===== config.mk =====
export PLATFORM = sky130hd
export DESIGN_NAME = dram_seq_ctrl
export DESIGN_NICKNAME = d
export VERILOG_FILES = /design/src/rtl/dram_seq_pkg.sv /design/src/rtl/dram_ref_timer.sv /design/src/rtl/dram_addr_split.sv /design/src/rtl/dram_seq_ctrl.sv
export SDC_FILE = /design/constraint.sdc
export NUM_CORES = 1
export LEC_CHECK = 0
export BUFFER_PORTS_ARGS = -buffer_cell sky130_fd_sc_hd__buf_2
export CELL_PAD_IN_SITES_DETAIL_PLACEMENT = 2
export CELL_PAD_IN_SITES_GLOBAL_PLACEMENT = 2
export CORE_ASPECT_RATIO = 1.2
export CORE_MARGIN = 3
export CORE_UTILIZATION = 34
export DETAILED_ROUTE_END_ITERATION = 10
export PLACE_DENSITY_LB_ADDON = 0.1
export SLEW_MARGIN = 5
export SYNTH_ARGS = -nofsm -noshare
export SYNTH_HDL_FRONTEND = slang
export SYNTH_HIERARCHICAL = 1
export SYNTH_SLANG_ARGS = --single-unit
export TNS_END_PERCENT = 20

===== constraint.sdc =====
create_clock -name clk_i -period 1.95 [get_ports clk_i]
set_input_delay 0.39 -clock clk_i [delete_from_list [all_inputs] [get_ports clk_i]]
set_output_delay 0.39 -clock clk_i [all_outputs]
set_load 0.02 [all_outputs]

===== src/rtl/dram_seq_pkg.sv =====
package dram_seq_pkg;
  typedef enum logic [2:0] {
    ST_IDLE,
    ST_PRE,
    ST_ACT,
    ST_CSET,
    ST_CAS,
    ST_DONE,
    ST_RACT,
    ST_REND
  } seq_state_e;
endpackage


===== src/rtl/dram_ref_timer.sv =====
module dram_ref_timer #(
  parameter int INTERVAL = 390,
  parameter int ROW_W    = 4,
  localparam int CNT_W   = $clog2(INTERVAL)
) (
  input  logic             clk_i,
  input  logic             rst_ni,
  input  logic             served_i,
  output logic             pend_o,
  output logic [ROW_W-1:0] row_o
);
  logic [CNT_W-1:0] cnt_q;
  logic             pend_q;
  logic [ROW_W-1:0] row_q;
  logic             tick;

  assign tick = (cnt_q == CNT_W'(INTERVAL - 1));

  always_ff @(posedge clk_i or negedge rst_ni) begin
    if (!rst_ni) begin
      cnt_q  <= '0;
      pend_q <= 1'b0;
      row_q  <= '0;
    end else begin
      cnt_q <= tick ? '0 : cnt_q + 1'b1;
      if (tick)          pend_q <= 1'b1;
      else if (served_i) pend_q <= 1'b0;
      if (served_i)      row_q <= row_q + 1'b1;
    end
  end

  assign pend_o = pend_q;
  assign row_o  = row_q;

  // a refresh is served only when one was requested
  p_serve_pending_r10: assert property (@(posedge clk_i) disable iff (!rst_ni)
    served_i |-> pend_q);
endmodule


===== src/rtl/dram_addr_split.sv =====
module dram_addr_split #(
  parameter int ROW_W   = 4,
  parameter int COL_W   = 4,
  parameter int BUS_W   = 4,
  localparam int ADDR_W = ROW_W + COL_W
) (
  input  logic [ADDR_W-1:0] addr_i,
  input  logic [ROW_W-1:0]  ref_row_i,
  output logic [ROW_W-1:0]  row_o,
  output logic [BUS_W-1:0]  row_bus_o,
  output logic [BUS_W-1:0]  col_bus_o,
  output logic [BUS_W-1:0]  ref_bus_o
);
  assign row_o     = addr_i[ADDR_W-1:COL_W];
  assign row_bus_o = BUS_W'(addr_i[ADDR_W-1:COL_W]);
  assign col_bus_o = BUS_W'(addr_i[COL_W-1:0]);
  assign ref_bus_o = BUS_W'(ref_row_i);
endmodule


===== src/rtl/dram_seq_ctrl.sv =====
module dram_seq_ctrl #(
  parameter int ROW_W            = 4,
  parameter int COL_W            = 4,
  parameter int DATA_W           = 8,
  parameter int REFRESH_INTERVAL = 390,
  parameter int CAS_LATENCY      = 2,
  localparam int ADDR_W = ROW_W + COL_W,
  localparam int BUS_W  = (ROW_W > COL_W) ? ROW_W : COL_W,
  localparam int LAT_W  = (CAS_LATENCY > 1) ? $clog2(CAS_LATENCY) : 1
) (
  input  logic              clk_i,
  input  logic              rst_ni,
  input  logic              req_valid_i,
  input  logic              req_we_i,
  input  logic [ADDR_W-1:0] req_addr_i,
  input  logic [DATA_W-1:0] req_wdata_i,
  output logic              req_ready_o,
  output logic [DATA_W-1:0] req_rdata_o,
  output logic [BUS_W-1:0]  mem_addr_o,
  output logic              mem_ras_no,
  output logic              mem_cas_no,
  output logic              mem_we_no,
  output logic              mem_oe_no,
  output logic [DATA_W-1:0] mem_wdata_o,
  input  logic [DATA_W-1:0] mem_rdata_i
);
  import dram_seq_pkg::*;

  seq_state_e       state_q;
  logic [ROW_W-1:0] open_row_q, req_row, ref_row;
  logic             row_open_q, ref_pend, ref_served, hit;
  logic [BUS_W-1:0] row_bus, col_bus, ref_bus, addr_q;
  logic [LAT_W-1:0] lat_q;
  logic             ras_q, cas_q, we_q, oe_q, ready_q;
  logic [DATA_W-1:0] wdata_q, rdata_q;

  dram_addr_split #(.ROW_W(ROW_W), .COL_W(COL_W), .BUS_W(BUS_W)) u_split (
    .addr_i   (req_addr_i),
    .ref_row_i(ref_row),
    .row_o    (req_row),
    .row_bus_o(row_bus),
    .col_bus_o(col_bus),
    .ref_bus_o(ref_bus)
  );

  dram_ref_timer #(.INTERVAL(REFRESH_INTERVAL), .ROW_W(ROW_W)) u_ref (
    .clk_i   (clk_i),
    .rst_ni  (rst_ni),
    .served_i(ref_served),
    .pend_o  (ref_pend),
    .row_o   (ref_row)
  );

  assign ref_served = (state_q == ST_REND);
  assign hit = req_valid_i && row_open_q && (req_row == open_row_q);

  always_ff @(posedge clk_i or negedge rst_ni) begin
    if (!rst_ni) begin
      state_q    <= ST_IDLE;
      open_row_q <= '0;
      row_open_q <= 1'b0;
      addr_q     <= '0;
      lat_q      <= '0;
      ras_q      <= 1'b1;
      cas_q      <= 1'b1;
      we_q       <= 1'b1;
      oe_q       <= 1'b1;
      ready_q    <= 1'b0;
      wdata_q    <= '0;
      rdata_q    <= '0;
    end else begin
      ready_q <= 1'b0;
      unique case (state_q)
        ST_IDLE: begin
          if (hit) begin
            // open-row hit goes ahead of a pending refresh
            addr_q  <= col_bus;
            we_q    <= !req_we_i;
            oe_q    <= req_we_i;
            wdata_q <= req_wdata_i;
            state_q <= ST_CSET;
          end else if (ref_pend || req_valid_i) begin
            if (row_open_q) begin
              ras_q      <= 1'b1;
              row_open_q <= 1'b0;
              state_q    <= ST_PRE;
            end else if (ref_pend) begin
              addr_q  <= ref_bus;
              ras_q   <= 1'b0;
              state_q <= ST_RACT;
            end else begin
              addr_q     <= row_bus;
              ras_q      <= 1'b0;
              open_row_q <= req_row;
              row_open_q <= 1'b1;
              state_q    <= ST_ACT;
            end
          end
        end
        ST_PRE:  state_q <= ST_IDLE;
        ST_ACT: begin
          addr_q  <= col_bus;
          we_q    <= !req_we_i;
          oe_q    <= req_we_i;
          wdata_q <= req_wdata_i;
          state_q <= ST_CSET;
        end
        ST_CSET: begin
          cas_q   <= 1'b0;
          lat_q   <= LAT_W'(CAS_LATENCY - 1);
          state_q <= ST_CAS;
        end
        ST_CAS: begin
          if (!we_q) begin
            cas_q   <= 1'b1;
            we_q    <= 1'b1;
            ready_q <= 1'b1;
            state_q <= ST_DONE;
          end else if (lat_q == '0) begin
            rdata_q <= mem_rdata_i;
            cas_q   <= 1'b1;
            oe_q    <= 1'b1;
            ready_q <= 1'b1;
            state_q <= ST_DONE;
          end else begin
            lat_q <= lat_q - 1'b1;
          end
        end
        ST_DONE: state_q <= ST_IDLE;
        ST_RACT: begin
          ras_q   <= 1'b1;
          state_q <= ST_REND;
        end
        ST_REND: state_q <= ST_IDLE;
        default: state_q <= ST_IDLE;
      endcase
    end
  end

  assign mem_addr_o  = addr_q;
  assign mem_ras_no  = ras_q;
  assign mem_cas_no  = cas_q;
  assign mem_we_no   = we_q;
  assign mem_oe_no   = oe_q;
  assign mem_wdata_o = wdata_q;
  assign req_ready_o = ready_q;
  assign req_rdata_o = rdata_q;

  p_cas_in_row_r4: assert property (@(posedge clk_i) disable iff (!rst_ni)
    !cas_q |-> !ras_q);

  p_we_setup_r3: assert property (@(posedge clk_i) disable iff (!rst_ni)
    $fell(cas_q) |-> ($stable(we_q) && $stable(addr_q)));

  p_oe_read_r9: assert property (@(posedge clk_i) disable iff (!rst_ni)
    !oe_q |-> (we_q && !ras_q));

  p_ready_pulse_r7: assert property (@(posedge clk_i) disable iff (!rst_ni)
    ready_q |=> !ready_q);

  p_precharge_r6: assert property (@(posedge clk_i) disable iff (!rst_ni)
    $fell(ras_q) |-> $past(state_q) != ST_CAS);
endmodule


== Word level (Yosys, flattened, before mapping) ==
Index checks and enable logic that the tools add are counted.

* Word-level logic and storage cells: 98
* Input port bits: 28
* Memory bits (read-only): 0
* Register bits: 48
* Bits in writable memories: 0
* Memories kept: 0
* Output and inout bits: 25
* Latch bits: 0

* Bitwise logic cells: 4
* Multipliers: 0
* Add/subtract/negate cells: 3
* Div/mod/pow operators: 0
* $lt $le $gt $ge: 0
* Shift-type cells: 0
* Muxes and demuxes: 37
* Eq/ne operators: 17
* Reduce and logical (&&, ||, !) cells: 22

{| class="wikitable"
|+ Operators with widths
! kind !! number
|-
| two-way mux 3 bit || 6
|-
| case mux 3 bit (6 select lines) || 1
|-
| two-way mux 1 bit || 17
|-
| two-way mux 4 bit || 4
|-
| case mux 8 bit (2 select lines) || 1
|-
| equality test 3 bit, second input constant || 4
|-
| AND reduction 3 bit || 4
|-
| inequality test 2 bit, second input constant || 5
|-
| AND reduction 2 bit || 5
|-
| adder 9 x 1 -> 9 bit, second input constant || 1
|-
| equality test 9 bit, second input constant || 1
|-
| two-way mux 9 bit || 1
|-
| inequality test 3 bit, second input constant || 3
|-
| two-way mux 8 bit || 1
|-
| case mux 4 bit (2 select lines) || 1
|-
| nonzero test 2 bit || 4
|-
| equality test 3 x 2 -> 1 bit, second input constant || 2
|-
| case mux 1 bit (2 select lines) || 3
|-
| case mux 1 bit (3 select lines) || 2
|-
| AND reduction 5 bit || 1
|-
| adder 4 x 1 -> 4 bit, second input constant || 1
|-
| equality test 4 bit || 1
|-
| NOT 1 bit || 4
|-
| AND reduction 4 bit || 1
|-
| 8 further kinds || 9
|}

== Longest topological paths before layout ==
Gate-level depths: netlist of the first run.

* Depth after elaboration: 5
* Depth in mapped cells: 7
* Gate-level depth less buffers: 5

== Hierarchy ==
The synthesis of the first run kept the hierarchy.

{| class="wikitable"
|+ By module, submodules not included
! module !! times used !! seq. area each (sq um) !! area each (sq um) !! cells an instance
|-
| dram_seq_ctrl || 1 || 855.8 || 1557.7 || 124
|-
| dram_ref_timer || 1 || 350.3 || 606.8 || 52
|-
| dram_addr_split || 1 || 0.0 || 120.1 || 16
|}

== Least setup slack after synthesis of the first run ==
Ideal clock, no wire load.

* Path type: input-to-reg
* Start: input port req_addr_i[5]
* End: register wdata_q[4], in the netlist mem_wdata_o[4]
* Data required time: 1825 ps
* Buffers on the path: 2
* Data arrival time: 1536 ps
* Cell stages on the path: 6
* Setup slack: 289 ps
* Setup time: 125 ps
* Path through: buf_4 > xor2_1 > nor3_1 > a32o_2 > buf_6 > mux2_4

* Word-level cells in the longest chain between the ends: 4

{| class="wikitable"
|+ Ends and longest elaborated chain
! item !! RTL line !! text
|-
| from (decl) || dram_seq_ctrl.sv:15 || <nowiki>input logic [ADDR_W-1:0] req_addr_i,</nowiki>
|-
| equality test 4 bit || dram_seq_ctrl.sv:55 || <nowiki>assign hit = req_valid_i && row_open_q && (req_row == open_row_q);</nowiki>
|-
| logical AND 1 bit || dram_seq_ctrl.sv:55 ||
|-
| inequality test 2 bit (no line) || n/a ||
|-
| AND reduction 2 bit (no line) || n/a ||
|-
| to (signal assigned) || dram_seq_ctrl.sv:80 || <nowiki>wdata_q <= req_wdata_i;</nowiki>
|-
| to (signal assigned) || dram_seq_ctrl.sv:105 || <nowiki>wdata_q <= req_wdata_i;</nowiki>
|-
| to (decl) || dram_seq_ctrl.sv:35 || <nowiki>logic [DATA_W-1:0] wdata_q, rdata_q;</nowiki>
|}

Every way passes these cells.
A chain may end at the register's enable or synchronous reset.

== Worst setup path in the final report of the first run ==
* Start: register state_q[0]
* End: register rdata_q[3], in the netlist req_rdata_o[3]

* Word-level cells in the longest chain between the ends: 2

{| class="wikitable"
|+ Ends and longest elaborated chain
! item !! RTL line !! text
|-
| from (decl) || dram_seq_ctrl.sv:29 || <nowiki>seq_state_e state_q;</nowiki>
|-
| from (signal assigned) || dram_seq_ctrl.sv:59 || <nowiki>state_q <= ST_IDLE;</nowiki>
|-
| from (signal assigned) || dram_seq_ctrl.sv:81 || <nowiki>state_q <= ST_CSET;</nowiki>
|-
| from (signal assigned) || dram_seq_ctrl.sv:86 || <nowiki>state_q <= ST_PRE;</nowiki>
|-
| equality test 3 bit || dram_seq_ctrl.sv:73 || <nowiki>unique case (state_q)</nowiki>
|-
| AND reduction 3 bit (no line) || n/a ||
|-
| to (signal assigned) || dram_seq_ctrl.sv:120 || <nowiki>rdata_q <= mem_rdata_i;</nowiki>
|-
| to (decl) || dram_seq_ctrl.sv:35 ||
|}

Every way passes these cells.

==> qor.txt, run 1 <==
Status - completed
Average size of a mapped cell - 11.9 um2
Worst Reg-to-Reg Cells - 4
Reg2reg end - req_rdata_o[3]
Starting density of the core - 35.2%
First-pass GRT wire length - 9220 um
Antenna violations before repair - 0
Worst Skew - 0.00876 ns
Die outline area - 0.00774 mm2
Async set-or-reset flop fraction in the synthesized netlist - 100%
Routed WL - 5510 um
Post-synthesis sequential area ratio - 52.8%
Maxcap violations - 0
P&R area growth vs syn - 16.4%
RSZ-0062 raised after global routing - no
Pre-Repair DR Iteration Count - 4
PortBufs - 52
Die X - 80.8 um
# rows - 32
Area leader, netlist - dfrtp_1
Drt initial violations - 29
Worst reg-to-reg setup slack - 0.18 ns
Post-synth top cells - 44 x dfrtp_1, 16 x buf_4, 16 x mux2_2, 15 x nor2_1, 10 x nand2_1
Net Sw Frac - 38.7%
GPL Wtd Cong - 0.788
Hold Path Class - in2async
CTS buffer count - 5
Buffer and inverter count on the worst path - 1
Largest cells by area after synthesis - dfrtp_1 48%, mux2_2 7.9%, buf_4 5.3%
Worst Max-Slew Pin Slew - 0.696 ns
Synth Warn # - 6
H-Tree Level Count - 2
Startpoint types - flip-flop
Die height - 95.8 um
# Post-CTS Setup Buffers - 0
GRT Util Overall - 15.8%
Max clock buf depth - 2
Via/cell ratio - 5.03
Worst vdd ir - 518 uV
PwrDens - 1500 mW/mm2
Seq pwr share - 42.3%
Number of global-route vias before repair - 1,872
Ratio of cells with drive above 1 in the final layout - 40.5%
Fin nets - 267
Worst path cell trace - buf_4 > nor2_1 > nand4b_2 > mux2_2
Clock Sink Count - 48
FMAX - 0.566 GHz
Critical path's top delay family - simple AND/OR/NAND/NOR gates
Post-Syn Area - 0.00228 mm2
Yosys cell types - 41
CORE AREA - 0.00649 mm2
Worst endpoint required time - 2.14 ns
Critical-path maximum fanout - 9
Largest net degree at the start of global routing - 28
Antenna viol nets, final - 0
Flops & latches, synth - 48
Syn nets - 223
Inst Count DP - 314
Setup_tns - 0 ns
CP Class - reg2reg
Rel. slew slack - 53.1%
Worst skew pair latency - 0.30 ns
Tcrit/Tclk final - 90.6%
Syn Inst Count - 192
Slowest stage delay, CP - 0.48 ns
Post-Layout Cell Count - 322
Ys flop type - dfrtp_1
N_diodes - 0
Final Setup Violations - 0
Comb pwr share - 43.1%
Clock share of power - 14.6%
DRC viols - 0
Vias - 1,620
Max stage delay cell, worst path - dfrtp_1
Top-count cell post-synth - dfrtp_1
NetSw - 1.54 mW
Leakage - 1.22 nW
RR Startpoint - state_q[0]
Levels on crit path - 4
Critical path data arrival time - 1.96 ns
CTS tree - built
Congestion Overflow GR - 0
Critical path endpoint category - flip-flop
Post-synth top area share - 48.2%
CTS clk-pin slew, worst paths - 0.09 ns
I/O pin total - 53
Internal power - 2.44 mW
Post-synth EDFFs - 0
Final Hold Viols - 0
Dpl hpwl - 4330 um
DR WL/cell - 17.1 um
CTS Root Cell - clkbuf_8
Final min period - 1.77 ns
Max-slew violation count - 0
repair_timing:
action,in CTS,in global routing
hold buffers,0,0
endpoints found under the setup margin,0,1
resized for setup,0,1
final cells by class:
type,count,area (um2)
fillers,713,3830
inverters,4,15.0
flip-flops and latches,48,1210
clock inverters,2,12.5
clock buffers,6,72.6
multi-input cells,117,901
repair buffers,60,345
well taps,85,106
through the flow:
step	area [um2]	utilization, %	hold WS [ns]	setup slack, ns	power [mW]
4_1_cts	2660	41.0	0.0827	0.152	4.07
5_1_grt	2660	41.0	0.0960	0.0524	4.29
2_1_floorplan	2280	-	0.0944	0.289	2.86
6_report	2660	41.0	0.0729	0.183	3.98
3_5_place_dp	2570	39.7	0.422	0.0677	3.46
3_3_place_gp	2570	39.7	0.412	0.142	3.36
flip-flops by register name, indices dropped and copies added, names as in the netlist, 3 cells and up:
signal	flops
state_q	3
u_ref/cnt_q	9
u_ref/row_o	4
mem_addr_o	4
open_row_q	4
req_rdata_o	8
mem_wdata_o	8
worst register-to-register path, stage by stage (launching register included):
cell and delay (ns):
dfrtp_1 0.48, buf_4 0.20, nor2_1 0.24, nand4b_2 0.36, mux2_2 0.39
power groups by stage:
stage | Sequential, mW | Combinational (mW) | Clock, mW
6_report | 1.68 | 1.72 | 0.582
5_1_grt | 1.75 | 1.87 | 0.662
4_1_cts | 1.69 | 1.75 | 0.628
3_5_place_dp | 1.71 | 1.75 | 0
3_3_place_gp | 1.68 | 1.68 | 0
2_1_floorplan | 1.93 | 0.926 | 0
layer usage:
layer / wire [um] / up-vias / global-route usage (%) / share of wire (%)
met1: 2100 / 840 / 17.5 / 38
li1: - / 746 / - / -
met2: 3070 / 28 / 28.4 / 56
met5: 0 / - / 0 / 0
met4: 78 / 0 / 5.92 / 1.4
met3: 270 / 6 / 4.31 / 4.9
cells by family after synthesis:
logic type               Yosys count  share of synthesized area (%)
XOR/XNOR                          12                           4.60
buffers and inverters             27                           7.83
AND/OR/NAND/NOR                   46                           10.6
adder cells (fa/ha/maj)            3                           1.64
flip-flops                        48                           52.8
AO/OA/AOI/OAI                     29                           8.93
multiplexers                      27                           13.6
worst max path at each step:
stage	start	to	slack, ns
after floorplan	req_addr_i[5]	mem_wdata_o[4]	0.29
after global placement	req_addr_i[5]	mem_addr_o[3]	0.14
after detailed placement	req_addr_i[5]	mem_addr_o[2]	0.07
after CTS	open_row_q[3]	mem_addr_o[3]	0.15
after global routing	open_row_q[3]	mem_addr_o[2]	0.05
final	state_q[0]	req_rdata_o[3]	0.18
layout by cell type, fill, tap and decap left out, types with 3 or more instances in the layout:
| cell type | n |
|---|---|
| and3_1 | 4 |
| mux2_2 | 16 |
| xnor2_1 | 6 |
| buf_2 | 52 |
| a221o_1 | 4 |
| nor2_1 | 15 |
| inv_1 | 4 |
| nand3_1 | 4 |
| clkbuf_8 | 5 |
| ha_1 | 3 |
| nand2_1 | 10 |
| mux2i_1 | 6 |
| dfrtp_1 | 44 |
| dfstp_2 | 4 |
| a21oi_1 | 8 |
| buf_4 | 6 |
| xor2_1 | 6 |
| o21ai_0 | 5 |
| mux2_4 | 4 |
Power figures use the tool's default switching activity.
==> inputs of run 2 (changes only) <==
Settings changed: REMOVE_ABC_BUFFERS set to 1.
==> qor.txt, run 2 (same netlist as run 1, synthesis figures left out) <==
Status - completed
Worst vdd ir - 620 uV (+20%)
DR WL/cell - 17.3 um (+1.4%)
P&R area growth vs syn - 17.3%
CTS Root Cell - clkbuf_8
Vias - 1,631 (+0.68%)
Ratio of cells with drive above 1 in the final layout - 40.8% (+0.25 points)
Congestion Overflow GR - 0 (unchanged)
PwrDens - 1560 mW/mm2 (+4.1%)
Max-slew violation count - 0 (unchanged)
RR Startpoint - state_q[1]
Fin area - 0.00268 mm2 (+0.75%)
I/O pin total - 53 (unchanged)
Worst skew pair latency - 0.30 ns (about the same)
Reg with most FFs - u_ref/cnt_q
Critical path data arrival time - 2.11 ns (+0.15 ns)
Post-DP Area - 0.00255 mm2 (-0.97%)
Seq pwr share - 40.4% (-1.9 points)
RSZ-0062 raised after global routing - no
Drt initial violations - 67 (+130%)
Starting density of the core - 35.2% (unchanged)
Worst reg-to-reg setup slack - 0.08 ns (-0.10 ns)
PortBufs - 52 (unchanged)
Worst Skew - 0.00859 ns (-0.000167 ns)
Antenna viol nets, final - 0 (unchanged)
CP Launch Point - state_q[1]
GPL Wtd Cong - 0.784 (-0.51%)
GRT Util Overall - 15.6% (-0.17 points)
Critical path endpoint category - flip-flop
Via/cell ratio - 5.05 (+0.37%)
Clock share of power - 17.5% (+2.9 points)
Routed WL - 5600 um (+1.7%)
CTS buffer count - 5 (unchanged)
Pre-Repair DR Iteration Count - 4 (unchanged)
Tcrit/Tclk final - 95.6% (+5.0 points)
Final Hold Viols - 0 (unchanged)
Fin nets - 268 (+0.37%)
N_diodes - 0 (unchanged)
Hold Path Class - in2async
H-Tree Level Count - 2 (unchanged)
Die X - 80.8 um (unchanged)
Crit path to - mem_addr_o[0]
First-pass GRT wire length - 9200 um (-0.23%)
Final min period - 1.87 ns (+0.0984 ns)
Most frequent cells in the layout - 52 x buf_2, 44 x dfrtp_1, 16 x mux2_2
Commonest non-fill, non-tap cell in the layout - buf_2
CP Class - reg2reg
Die outline area - 0.00774 mm2 (unchanged)
# rows - 32 (unchanged)
Critical-path maximum fanout - 8 (-1)
CTS clk-pin slew, worst paths - 0.10 ns (about the same)
Resize count post-CTS - 0 (unchanged)
Dpl hpwl - 4290 um (-0.71%)
DRC viols - 0 (unchanged)
Worst Max-Slew Pin Slew - 0.685 ns (-0.0112 ns)
Final Setup Violations - 0 (unchanged)
Internal power - 2.58 mW (+5.9%)
Hold Buf Count CTS - 0 (unchanged)
Max FFs per register - 9 (unchanged)
NetSw - 1.59 mW (+3.1%)
Clock Sink Count - 48 (unchanged)
Setup_tns - 0 ns (unchanged)
Worst Reg-to-Reg Cells - 4 (unchanged)
FMAX - 0.536 GHz (-5.3%)
Number of global-route vias before repair - 1,858 (-0.75%)
Reg2reg end - mem_addr_o[0]
Maxcap violations - 0 (unchanged)
Hold WS - 0.171 ns (+0.0976 ns)
Antenna violations before repair - 0 (unchanged)
Die height - 95.8 um (unchanged)
Net Sw Frac - 38.1% (-0.63 points)
Comb pwr share - 42.1% (-1.0 points)
Largest net degree at the start of global routing - 49 (+75%)
Startpoint types - flip-flop
Max clock buf depth - 2 (unchanged)
Worst endpoint required time - 2.20 ns (+0.06 ns)
Final Power - 4.17 mW (+4.8%)
Leakage - 1.24 nW (+1.1%)
Rel. slew slack - 53.9% (+0.75 points)
# Post-CTS Setup Buffers - 0 (unchanged)
CORE AREA - 0.00649 mm2 (unchanged)
CTS tree - built
## run 2: changes by cell type in the layout (fill, tap and decap cells not counted), sizes merged
cell    before  now
clkbuf       6    5
bufinv       0    1
buf         60   61
## run 2: worst max-delay path: stages (launching register included)
cell     delay, ns
dfrtp_1       0.48
nor4_1        0.53
o21ai_0       0.44
nor2_1        0.23
a221o_1       0.13
## run 2: metal layers
| layer | track usage (%) | vias to the layer above | part of all wire, % |
|---|---|---|---|
| met2 | 27.5 | 44 | 53 |
| met4 | 5.07 | 0 | 1.1 |
| met5 | 0 | - | 0 |
| met1 | 18.3 | 835 | 41 |
| met3 | 4.12 | 4 | 5.1 |
| li1 | - | 748 | - |
## run 2: power by group through the flow
stage               logic, mW  clock network, mW  registers (mW)
global placement         1.65                  0            1.67
CTS                      1.75              0.756            1.70
floorplan               0.749                  0            2.00
finish                   1.75              0.730            1.69
detailed placement       1.75                  0            1.70
global route             1.91              0.795            1.74
## run 2: worst min-delay path by stage
stage          cells past startpoint  slack [ns]              to       start
2_1_floorplan                      0        0.09           lat_q      rst_ni
3_3_place_gp                       2        0.46      mem_ras_no  mem_ras_no
3_5_place_dp                       2        0.47      mem_ras_no  mem_ras_no
4_1_cts                            2        0.20  req_rdata_o[6]      rst_ni
5_1_grt                            2        0.23   open_row_q[1]      rst_ni
6_report                           2        0.17   open_row_q[1]      rst_ni
## run 2: per-stage QoR
step                setup WS, ns  utilization (%)  instances
finish                    0.0848             41.3        323
global route             0.00652             41.3        323
CTS                       0.0430             41.0        322
detailed placement       -0.0500             39.3        314
global placement          0.0632             39.3        314
floorplan                  0.253                -        169
## run 2: layout make-up
type / count / area [um2]
Timing Repair Buffer: 61 / 340
Clock buffer: 5 / 68.8
Fill cell: 707 / 3810
Clock inverter: 3 / 42.5
Sequential cell: 48 / 1210
Inverter: 4 / 15.0
Multi-Input combinational cell: 117 / 900
Tap cell: 85 / 106
==> inputs of run 3 (changes only) <==
Settings changed: CORE_UTILIZATION 34 to 31.
Clock period 1.95 ns to 1.65 ns, I/O delays scaled along.
==> qor.txt, run 3 (same netlist as run 1, synthesis figures left out) <==
Antenna viol nets, final - 0 (unchanged)
Rel. slew slack - 70.1% (+16 points)
Die height - 100 um (+4.4%)
Antenna violations before repair - 0 (unchanged)
Worst skew pair latency - 0.29 ns (about the same)
Max FFs per register - 9 (unchanged)
Startpoint types - flip-flop
DR WL/cell - 17.1 um (-1.3%)
GPL Wtd Cong - 0.793 (+1.1%)
Commonest non-fill, non-tap cell in the layout - buf_2
Via/cell ratio - 5.02 (-0.57%)
Clock Sink Count - 48 (unchanged)
PwrDens - 1770 mW/mm2 (+14%)
CTS tree - built
I/O pin total - 53 (unchanged)
Die X - 84.4 um (+4.4%)
Buffer and inverter count on the worst path - 2 (+2)
Maxcap violations - 0 (unchanged)
Max-slew violation count - 0 (unchanged)
Dpl hpwl - 4650 um (+8.3%)
Utilization after layout - 40.0% (-1.3 points)
Reg with most FFs - u_ref/cnt_q
Pre-Repair DR Iteration Count - 4 (unchanged)
CTS Root Cell - clkbuf_8
Worst endpoint required time - 1.83 ns (-0.37 ns)
Most frequent cells in the layout - 52 x buf_2, 44 x dfrtp_1, 20 x buf_4
Congestion Overflow GR - 0 (unchanged)
Starting density of the core - 32.7% (-2.5 points)
Tcrit/Tclk final - 98.3% (+2.6 points)
Worst setup margin - 0.0281 ns (-0.0567 ns)
Critical-path maximum fanout - 10 (+2)
First-pass GRT wire length - 9690 um (+5.4%)
Routed WL - 5810 um (+3.6%)
CP Class - reg2reg
Vias - 1,702 (+4.4%)
PortBufs - 52 (unchanged)
Largest net degree at the start of global routing - 20 (-59%)
CTS buffer count - 5 (unchanged)
Worst Skew - 0.00651 ns (-0.00209 ns)
Worst vdd ir - 521 uV (-16%)
Final Hold Viols - 0 (unchanged)
Critical path endpoint category - flip-flop
Pre-CTS WS - -0.135 ns (-0.0850 ns)
Worst path cell trace - nor2_2 > and3_1 > a32o_2 > buf_12 > buf_8 > a221o_1
Ratio of cells with drive above 1 in the final layout - 44.0% (+3.3 points)
GRT Util Overall - 14.4% (-1.2 points)
Max stage delay cell, worst path - dfrtp_1
Critical path data arrival time - 1.80 ns (-0.31 ns)
Slowest stage delay, CP - 0.41 ns (-0.12 ns)
Drt initial violations - 45 (-33%)
CTS clk-pin slew, worst paths - 0.09 ns (about the same)
# rows - 33 (+3.1%)
RSZ-0062 raised after global routing - yes
Critical path's top delay family - compound AO/OA/AOI/OAI gates
Final Setup Violations - 0 (unchanged)
FMAX - 0.617 GHz (+15%)
Hold Path Class - in2reg
CORE AREA - 0.00698 mm2 (+7.6%)
Final min period - 1.62 ns (-0.243 ns)
Die outline area - 0.00844 mm2 (+9.0%)
P&R area growth vs syn - 22.1%
Fin nets - 282 (+5.2%)
DRC viols - 0 (unchanged)
Fill count - 737 (+4.2%)
Number of global-route vias before repair - 1,952 (+5.1%)
N_diodes - 0 (unchanged)
Status - completed
Worst Max-Slew Pin Slew - 0.449 ns (-0.236 ns)
H-Tree Level Count - 2 (unchanged)
Leakage - 1.30 nW (+4.9%)
Max clock buf depth - 2 (unchanged)
run 3: final cells by class:
cell class / count / area [um2] / area share (%)
multi-input cells: 117 / 911 / 32.6
well taps: 87 / 109 / 3.90
flip-flops and latches: 48 / 1210 / 43.2
repair buffers: 75 / 455 / 16.3
clock buffers: 7 / 86.3 / 3.09
inverters: 4 / 15.0 / 0.538
clock inverters: 1 / 7.51 / 0.269
run 3: layer usage:
layer  GRT usage [%]  routed length (um)  share of wire (%)  up-vias
li1                -                   -                  -      779
met1            16.7                2410                 42      875
met2            26.9                3060                 53       43
met3            3.04                 272                4.7        5
met4            4.02                  66                1.1        0
met5               0                   0                  0        -
run 3: power by group:
part	total [mW]	switching [mW]	leakage, nW	internal (mW)
logic	2.24	1.18	0.670	1.06
registers	1.96	0.311	0.581	1.65
clock network	0.727	0.386	0.0445	0.341
total	4.93	1.88	1.30	3.06
run 3: path summary, 6_finish.rpt:
path / start / to / slack [ns] / depth (start not counted)
max: state_q[2] / mem_addr_o[2] / 0.03 / 6
min: req_we_i / mem_we_no / 0.20 / 2
max reg2reg: state_q[2] / mem_addr_o[2] / 0.03 / 6
min reg2reg: mem_ras_no / mem_ras_no / 0.48 / 2
max in group asynchronous: rst_ni / u_ref/cnt_q[4] / 0.54 / 3
min in group asynchronous: rst_ni / req_ready_o / 0.51 / 2
run 3: worst register-to-register path, stage by stage, from the launching register on:
cell and delay, ns:
dfrtp_1 0.41, nor2_2 0.06, and3_1 0.18, a32o_2 0.28, buf_12 0.15, buf_8 0.13, a221o_1 0.30
run 3: what timing repair did:
| action | 4_1_cts | 5_1_grt |
|---|---|---|
| hold buffers | 1 | 0 |
| endpoints found under the setup margin | 13 | 17 |
| setup buffers | 1 | 0 |
| pin swaps | 1 | 3 |
| endpoints found under the hold margin | 13 | 0 |
| resized for setup | 1 | 4 |
run 3: through the flow:
step	power [mW]	cells	hold slack, ns	TNS [ns]	instance area, um2
after floorplan	3.25	169	0.0344	-0.212	2120
after global placement	4.06	329	0.302	-1.19	2650
after detailed placement	4.20	329	0.320	-1.21	2650
after CTS	5.00	339	0.195	-0.0458	2770
after global routing	5.30	339	0.189	-0.123	2790
final	4.93	339	0.203	0	2790
